### src/rtl/slip_frame_buffer.sv
module slip_frame_buffer #(
  parameter int FRAME  = 32,
  parameter int FRAMES = 2,
  parameter int DW     = 8,
  parameter int CNT_W  = 16,
  parameter int HI_LIM = 48,
  parameter int LO_LIM = 16
) (
  input  logic             clk,
  input  logic             rst,
  input  logic             wr_en,
  input  logic [DW-1:0]    wr_data,
  input  logic             rd_en,
  output logic [DW-1:0]    rd_data,
  output logic             rd_valid,
  output logic             rd_sof,
  output logic             slip_pulse,
  output logic             slip_dir,
  output logic [CNT_W-1:0] del_count,
  output logic [CNT_W-1:0] rep_count,
  input  logic             cnt_clear
);
  localparam int DEPTH = FRAME * FRAMES;
  localparam int AW    = $clog2(DEPTH);
  localparam int FW    = $clog2(FRAME);
  localparam int OW    = AW + 2;
  localparam logic [CNT_W-1:0] CMAX = {CNT_W{1'b1}};

  logic [DW-1:0] mem [DEPTH];
  logic [AW-1:0] wp, rp;
  logic [OW-1:0] fill, fill_nx;
  logic          at_end, do_del, do_rep;

  assign at_end  = rd_en && (rp[FW-1:0] == FW'(FRAME - 1));
  assign fill_nx = fill + OW'(wr_en) - OW'(rd_en);
  assign do_del  = at_end && (fill_nx > OW'(HI_LIM));
  assign do_rep  = at_end && (fill_nx < OW'(LO_LIM));

  always_ff @(posedge clk) begin
    if (rst) begin
      for (int i = 0; i < DEPTH; i++) mem[i] <= '0;
    end else if (wr_en) begin
      mem[wp] <= wr_data;
    end
  end

  always_ff @(posedge clk) begin
    if (rst) begin
      wp   <= '0;
      rp   <= AW'(FRAME);
      fill <= OW'(FRAME);
    end else begin
      if (wr_en) wp <= wp + 1'b1;
      if (rd_en) rp <= rp + 1'b1 + (do_del ? AW'(FRAME) : '0) - (do_rep ? AW'(FRAME) : '0);
      fill <= fill_nx - (do_del ? OW'(FRAME) : '0) + (do_rep ? OW'(FRAME) : '0);
    end
  end

  always_ff @(posedge clk) begin
    if (rst) begin
      rd_data  <= '0;
      rd_valid <= 1'b0;
      rd_sof   <= 1'b0;
    end else begin
      rd_valid <= rd_en;
      rd_sof   <= rd_en && (rp[FW-1:0] == '0);
      if (rd_en) rd_data <= mem[rp];
    end
  end

  always_ff @(posedge clk) begin
    if (rst) begin
      slip_pulse <= 1'b0;
      slip_dir   <= 1'b0;
      del_count  <= '0;
      rep_count  <= '0;
    end else begin
      slip_pulse <= do_del || do_rep;
      if (do_del || do_rep) slip_dir <= do_del;
      if (cnt_clear) begin
        del_count <= '0;
        rep_count <= '0;
      end else begin
        if (do_del && del_count != CMAX) del_count <= del_count + 1'b1;
        if (do_rep && rep_count != CMAX) rep_count <= rep_count + 1'b1;
      end
    end
  end

  assert_fill_cap_R4: assert property (@(posedge clk) disable iff (rst)
    fill <= OW'(DEPTH));

  assert_pulse_after_last_R7: assert property (@(posedge clk) disable iff (rst)
    slip_pulse |-> rd_valid && !rd_sof);

  assert_pulse_single_R7: assert property (@(posedge clk) disable iff (rst)
    slip_pulse |=> !slip_pulse);

  assert_sof_realign_R5: assert property (@(posedge clk) disable iff (rst)
    slip_pulse && rd_en |=> rd_sof);

  assert_del_step_R8: assert property (@(posedge clk) disable iff (rst)
    slip_pulse && slip_dir && !$past(cnt_clear) |->
      del_count == (($past(del_count) == CMAX) ? CMAX : $past(del_count) + 1'b1));

  assert_rep_step_R8: assert property (@(posedge clk) disable iff (rst)
    slip_pulse && !slip_dir && !$past(cnt_clear) |->
      rep_count == (($past(rep_count) == CMAX) ? CMAX : $past(rep_count) + 1'b1));

  assert_count_hold_R8: assert property (@(posedge clk) disable iff (rst)
    !slip_pulse && !$past(cnt_clear) |-> $stable(del_count) && $stable(rep_count));

  assert_clear_R9: assert property (@(posedge clk) disable iff (rst)
    $past(cnt_clear) |-> del_count == '0 && rep_count == '0);
endmodule

### config.mk
export PLATFORM = sky130hd
export DESIGN_NAME = slip_frame_buffer
export DESIGN_NICKNAME = d
export VERILOG_FILES = /design/src/rtl/slip_frame_buffer.sv
export SDC_FILE = /design/constraint.sdc
export NUM_CORES = 1
export LEC_CHECK = 0
export CAP_MARGIN = 10
export CELL_PAD_IN_SITES_DETAIL_PLACEMENT = 1
export CELL_PAD_IN_SITES_GLOBAL_PLACEMENT = 2
export CORE_MARGIN = 5
export CORE_UTILIZATION = 34
export CTS_CLUSTER_DIAMETER = 100
export DETAILED_ROUTE_END_ITERATION = 8
export DONT_BUFFER_PORTS = 1
export GPL_ROUTABILITY_DRIVEN = 0
export PLACE_DENSITY = 0.59
export SYNTH_ARGS = -nofsm -noshare
export SYNTH_HDL_FRONTEND = slang
export SYNTH_SLANG_ARGS = --single-unit
export TNS_END_PERCENT = 5
### constraint.sdc
create_clock -name clk -period 4.44 [get_ports clk]
set_clock_uncertainty 0.05 [all_clocks]
set_input_delay 0.444 -clock clk [delete_from_list [all_inputs] [get_ports clk]]
set_output_delay 0.444 -clock clk [all_outputs]
set_load 0.01 [all_outputs]
==> key figures <==
Status
  – Status: finished, final reports clean

Placement
  – Final HPWL DP: about 46 mm
  – Placed cells: roughly 2,800
  – Port buffer count: 0
  – Placement Cell Area: ~28,000 um^2

Layout
  – Final nets: around 1,900
  – Most frequent cells in the layout: and2_1 (514), edfxtp_1 (512), mux4_2 (160)
  – Layout area overhead: 14.27%
  – Fin cells: 2,970
  – Most common cell after layout, fill and taps aside: and2_1
  – Fill count: 7,934
  – Final Cell Area: approximately 31,000 um^2
  – Layout cells sized above 1: 0.2065

Yosys
  – Post-synth ARST share: 0
  – Synth unique cells: 49
  – Register bit total from synthesis: 576
  – Post-synth top flop: edfxtp_1
  – Syn_nets: about 1,900
  – Post-synthesis sequential area ratio: 0.6188
  – Synth Warn #: 0
  – EDFF count, synth: between 500 and 600
  – Cells after synthesis: ~1,900
  – Post-Syn Area: between 20,000 and 30,000 um^2
  – Syn_area_per_cell: roughly 15 um^2

Critical path
  – Critical Path End: fill[7]$_SDFF_PP0_
  – WP data required: a little under 5 ns
  – Worst setup path class: register to register
  – Arr. time, crit path: roughly 4.5 ns
  – Critical R2R Capture: fill[7]$_SDFF_PP0_
  – CP startpoint kind: register
  – FF-to-FF setup slack: 0.35 ns
  – Critical Path Start: fill[0]$_SDFF_PP0_
  – Crit path max fanout: 4
  – Crit. End Element: register
  – Register-to-Register Path Depth: 23
  – FF-to-FF Start: fill[0]$_SDFF_PP0_

CTS
  – Clock tree from TritonCTS: yes
  – Clock latency on the worst-skew pair: 0.61 ns
  – CTS max path bufs: 3
  – # clock sinks: 576
  – Clock transition at the registers of the reported paths: 0.06 ns
  – Num CTS Buffers: 70
  – Root buffer cell: clkbuf_16
  – Setup bufs post-CTS: 0
  – H-tree depth: 3

Detailed routing
  – Via count: 15,080
  – Wirelength per Cell: between 20 and 30 um
  – Drt first pass iters: 5
  – Number of routed nets with antenna violations: 0
  – Routed WL: around 75 mm
  – DRC: 0
  – Iteration-0 DRC Markers: approximately 1,000
  – Drt via density: ~5.1

Timing
  – Final Critical Period: 4.088 ns
  – Slew Limit Fails: 0
  – Setup TNS: 0 ns
  – Final Setup Violations: 0
  – Final worst-path cycle share: 0.9207
  – Unrepaired setup endpoints after global routing: no
  – Max_slew headroom: 0.2456
  – Final Hold Vio Count: 0
  – Slew @ Worst Pin: approximately 1.1 ns
  – Worst hold slack: around 0.064 ns
  – Maximum clock rate: ~0.24 GHz

Floorplanning
  – Core ar.: ~79,000 um^2
  – FP Rows: slightly above 100
  – Io pins: 57
  – Die height: a little under 300 um
  – Initial Util: 0.3418
  – Die Area: 84,890 um^2
  – Die Width: 291.4 um

Worst hold path
  – Hold Path Class: primary input to register

Pwr
  – Peak VDD IR: 233.6 uV
  – PD cells: 467.5 nW/um^2
  – Pwr Total: around 14 mW
  – Static Leak: between 10 and 15 nW

Global route
  – Number of global-route vias before repair: 16,406
  – Initial antenna violation count: 4
  – Global route total overflow: 0
  – First-pass GRT wire length: 112.0 mm
  – Largest net degree at the start of global routing: 72
  – Total track usage: 0.1768

Flow run
  – # Max-Cap Violations: 0
-- worst max-delay path: stages (launching register included) --
cell	delay, ns
dfxtp_1	0.31
inv_1	0.04
ha_1	0.26
inv_1	0.04
ha_1	0.20
fa_1	0.43
nand3_1	0.12
a21boi_1	0.11
o21ai_1	0.13
nand2b_1	0.10
xnor2_2	0.16
buf_4	0.14
ha_2	0.21
inv_1	0.05
a41oi_1	0.21
nand3b_1	0.18
xnor2_1	0.15
ha_1	0.26
ha_1	0.31
o21ai_0	0.09
nand2b_1	0.08
a21oi_1	0.18
xnor2_1	0.13
nor2_1	0.05
-- per-stage QoR --
step	util	worst slack (ns)
CTS	0.3904	0.1477
global route	0.3905	0.02984
global placement	0.3570	0.1617
detailed placement	0.3570	0.04648
floorplan	-	0.3630
finish	0.3906	0.3523
-- registers in the layout, indices dropped and copies added (netlist names) --
signal and count:
rd_data 8, wp 6, slip_pulse 1, slip_dir 1
rp 6, rd_valid 1, fill 8, mem 512
del_count 16, rep_count 16, rd_sof 1
-- kinds of logic (layout without fill, tap and decap cells) --
kind of cell,after synthesis,after routing,share of synthesized area
AO/OA/AOI/OAI,52,52,0.01255
XOR/XNOR,45,45,0.01464
adder cells (fa/ha/maj),30,30,0.01422
buffers and inverters,146,208,0.02138
flip-flops,576,576,0.6188
multiplexers,173,173,0.1387
other,0,2,0
AND/OR/NAND/NOR,834,834,0.1797
-- worst min path at each step --
stage	endpoint	startpoint	slack, ns	cells after the start
floorplan	slip_dir$_SDFFE_PP0P_	slip_dir$_SDFFE_PP0P_	0.43	2
global placement	rp[0]$_SDFFE_PP0P_	rst	0.48	1
detailed placement	rp[0]$_SDFFE_PP0P_	rst	0.47	1
CTS	rp[5]$_SDFFE_PP1P_	rd_en	0.02	3
global route	rp[5]$_SDFFE_PP1P_	rd_en	0.06	3
finish	rp[5]$_SDFFE_PP1P_	rd_en	0.06	3
-- cell type report --
type / count / area [um^2] / area share
timing repair buffer: 64 / 718.2 / 0.02335
tap: 1050 / 1314 / 0.04271
antenna: 2 / 5.005 / 0.0001627
clock inverter: 30 / 310.3 / 0.01009
multi-input combinational: 1134 / 9699 / 0.3154
clock buffer: 93 / 1967 / 0.06395
sequential: 576 / 16660 / 0.5418
inverter: 21 / 78.83 / 0.002563
-- layer usage --
metal  global-route usage  wire (um)  up-vias
met5                    0         24        -
met4              0.04641       1847        4
met3              0.03586       3724      112
met2               0.2934      36130      320
met1               0.2392      33730     7865
li1                     -          -     6779
-- synthesized netlist by cell type (7+ instances only) --
cell      number  area [um^2]
ha_1          29        362.9
nor3_1         7        35.03
nand4_1       19        118.9
a21oi_1       11        55.05
nor2_1       130        488.0
a22oi_1       16        120.1
xor2_1        25        219.0
mux4_2       160         3603
and3_1         8        50.05
mux2i_1       13        130.1
edfxtp_1     512        15370
buf_1         16        60.06
xnor2_1       20        175.2
clkbuf_1      92        345.3
nand3_1       17        85.08
buf_2         16        80.08
inv_1         20        75.07
dfxtp_1       64         1281
and2_1       514         3216
o21ai_0       10        50.05
or2_2         67        419.2
nand2_1       34        127.6
nor2b_1       10        62.56
-- timing repair --
item,in CTS,in global routing
hold buffers,20,0
endpoints found under the hold margin,509,0
gates resized for setup,0,5
endpoints found under the setup margin,0,2
-- report_power, final --
part           switching [mW]  internal (mW)  total, mW
clock network            2.30           3.46       5.75
registers               0.131           6.13       6.26
logic                    1.28           1.08       2.36
total                    3.71           10.7       14.4
Note: power is estimated with default switching activity, not from simulation.
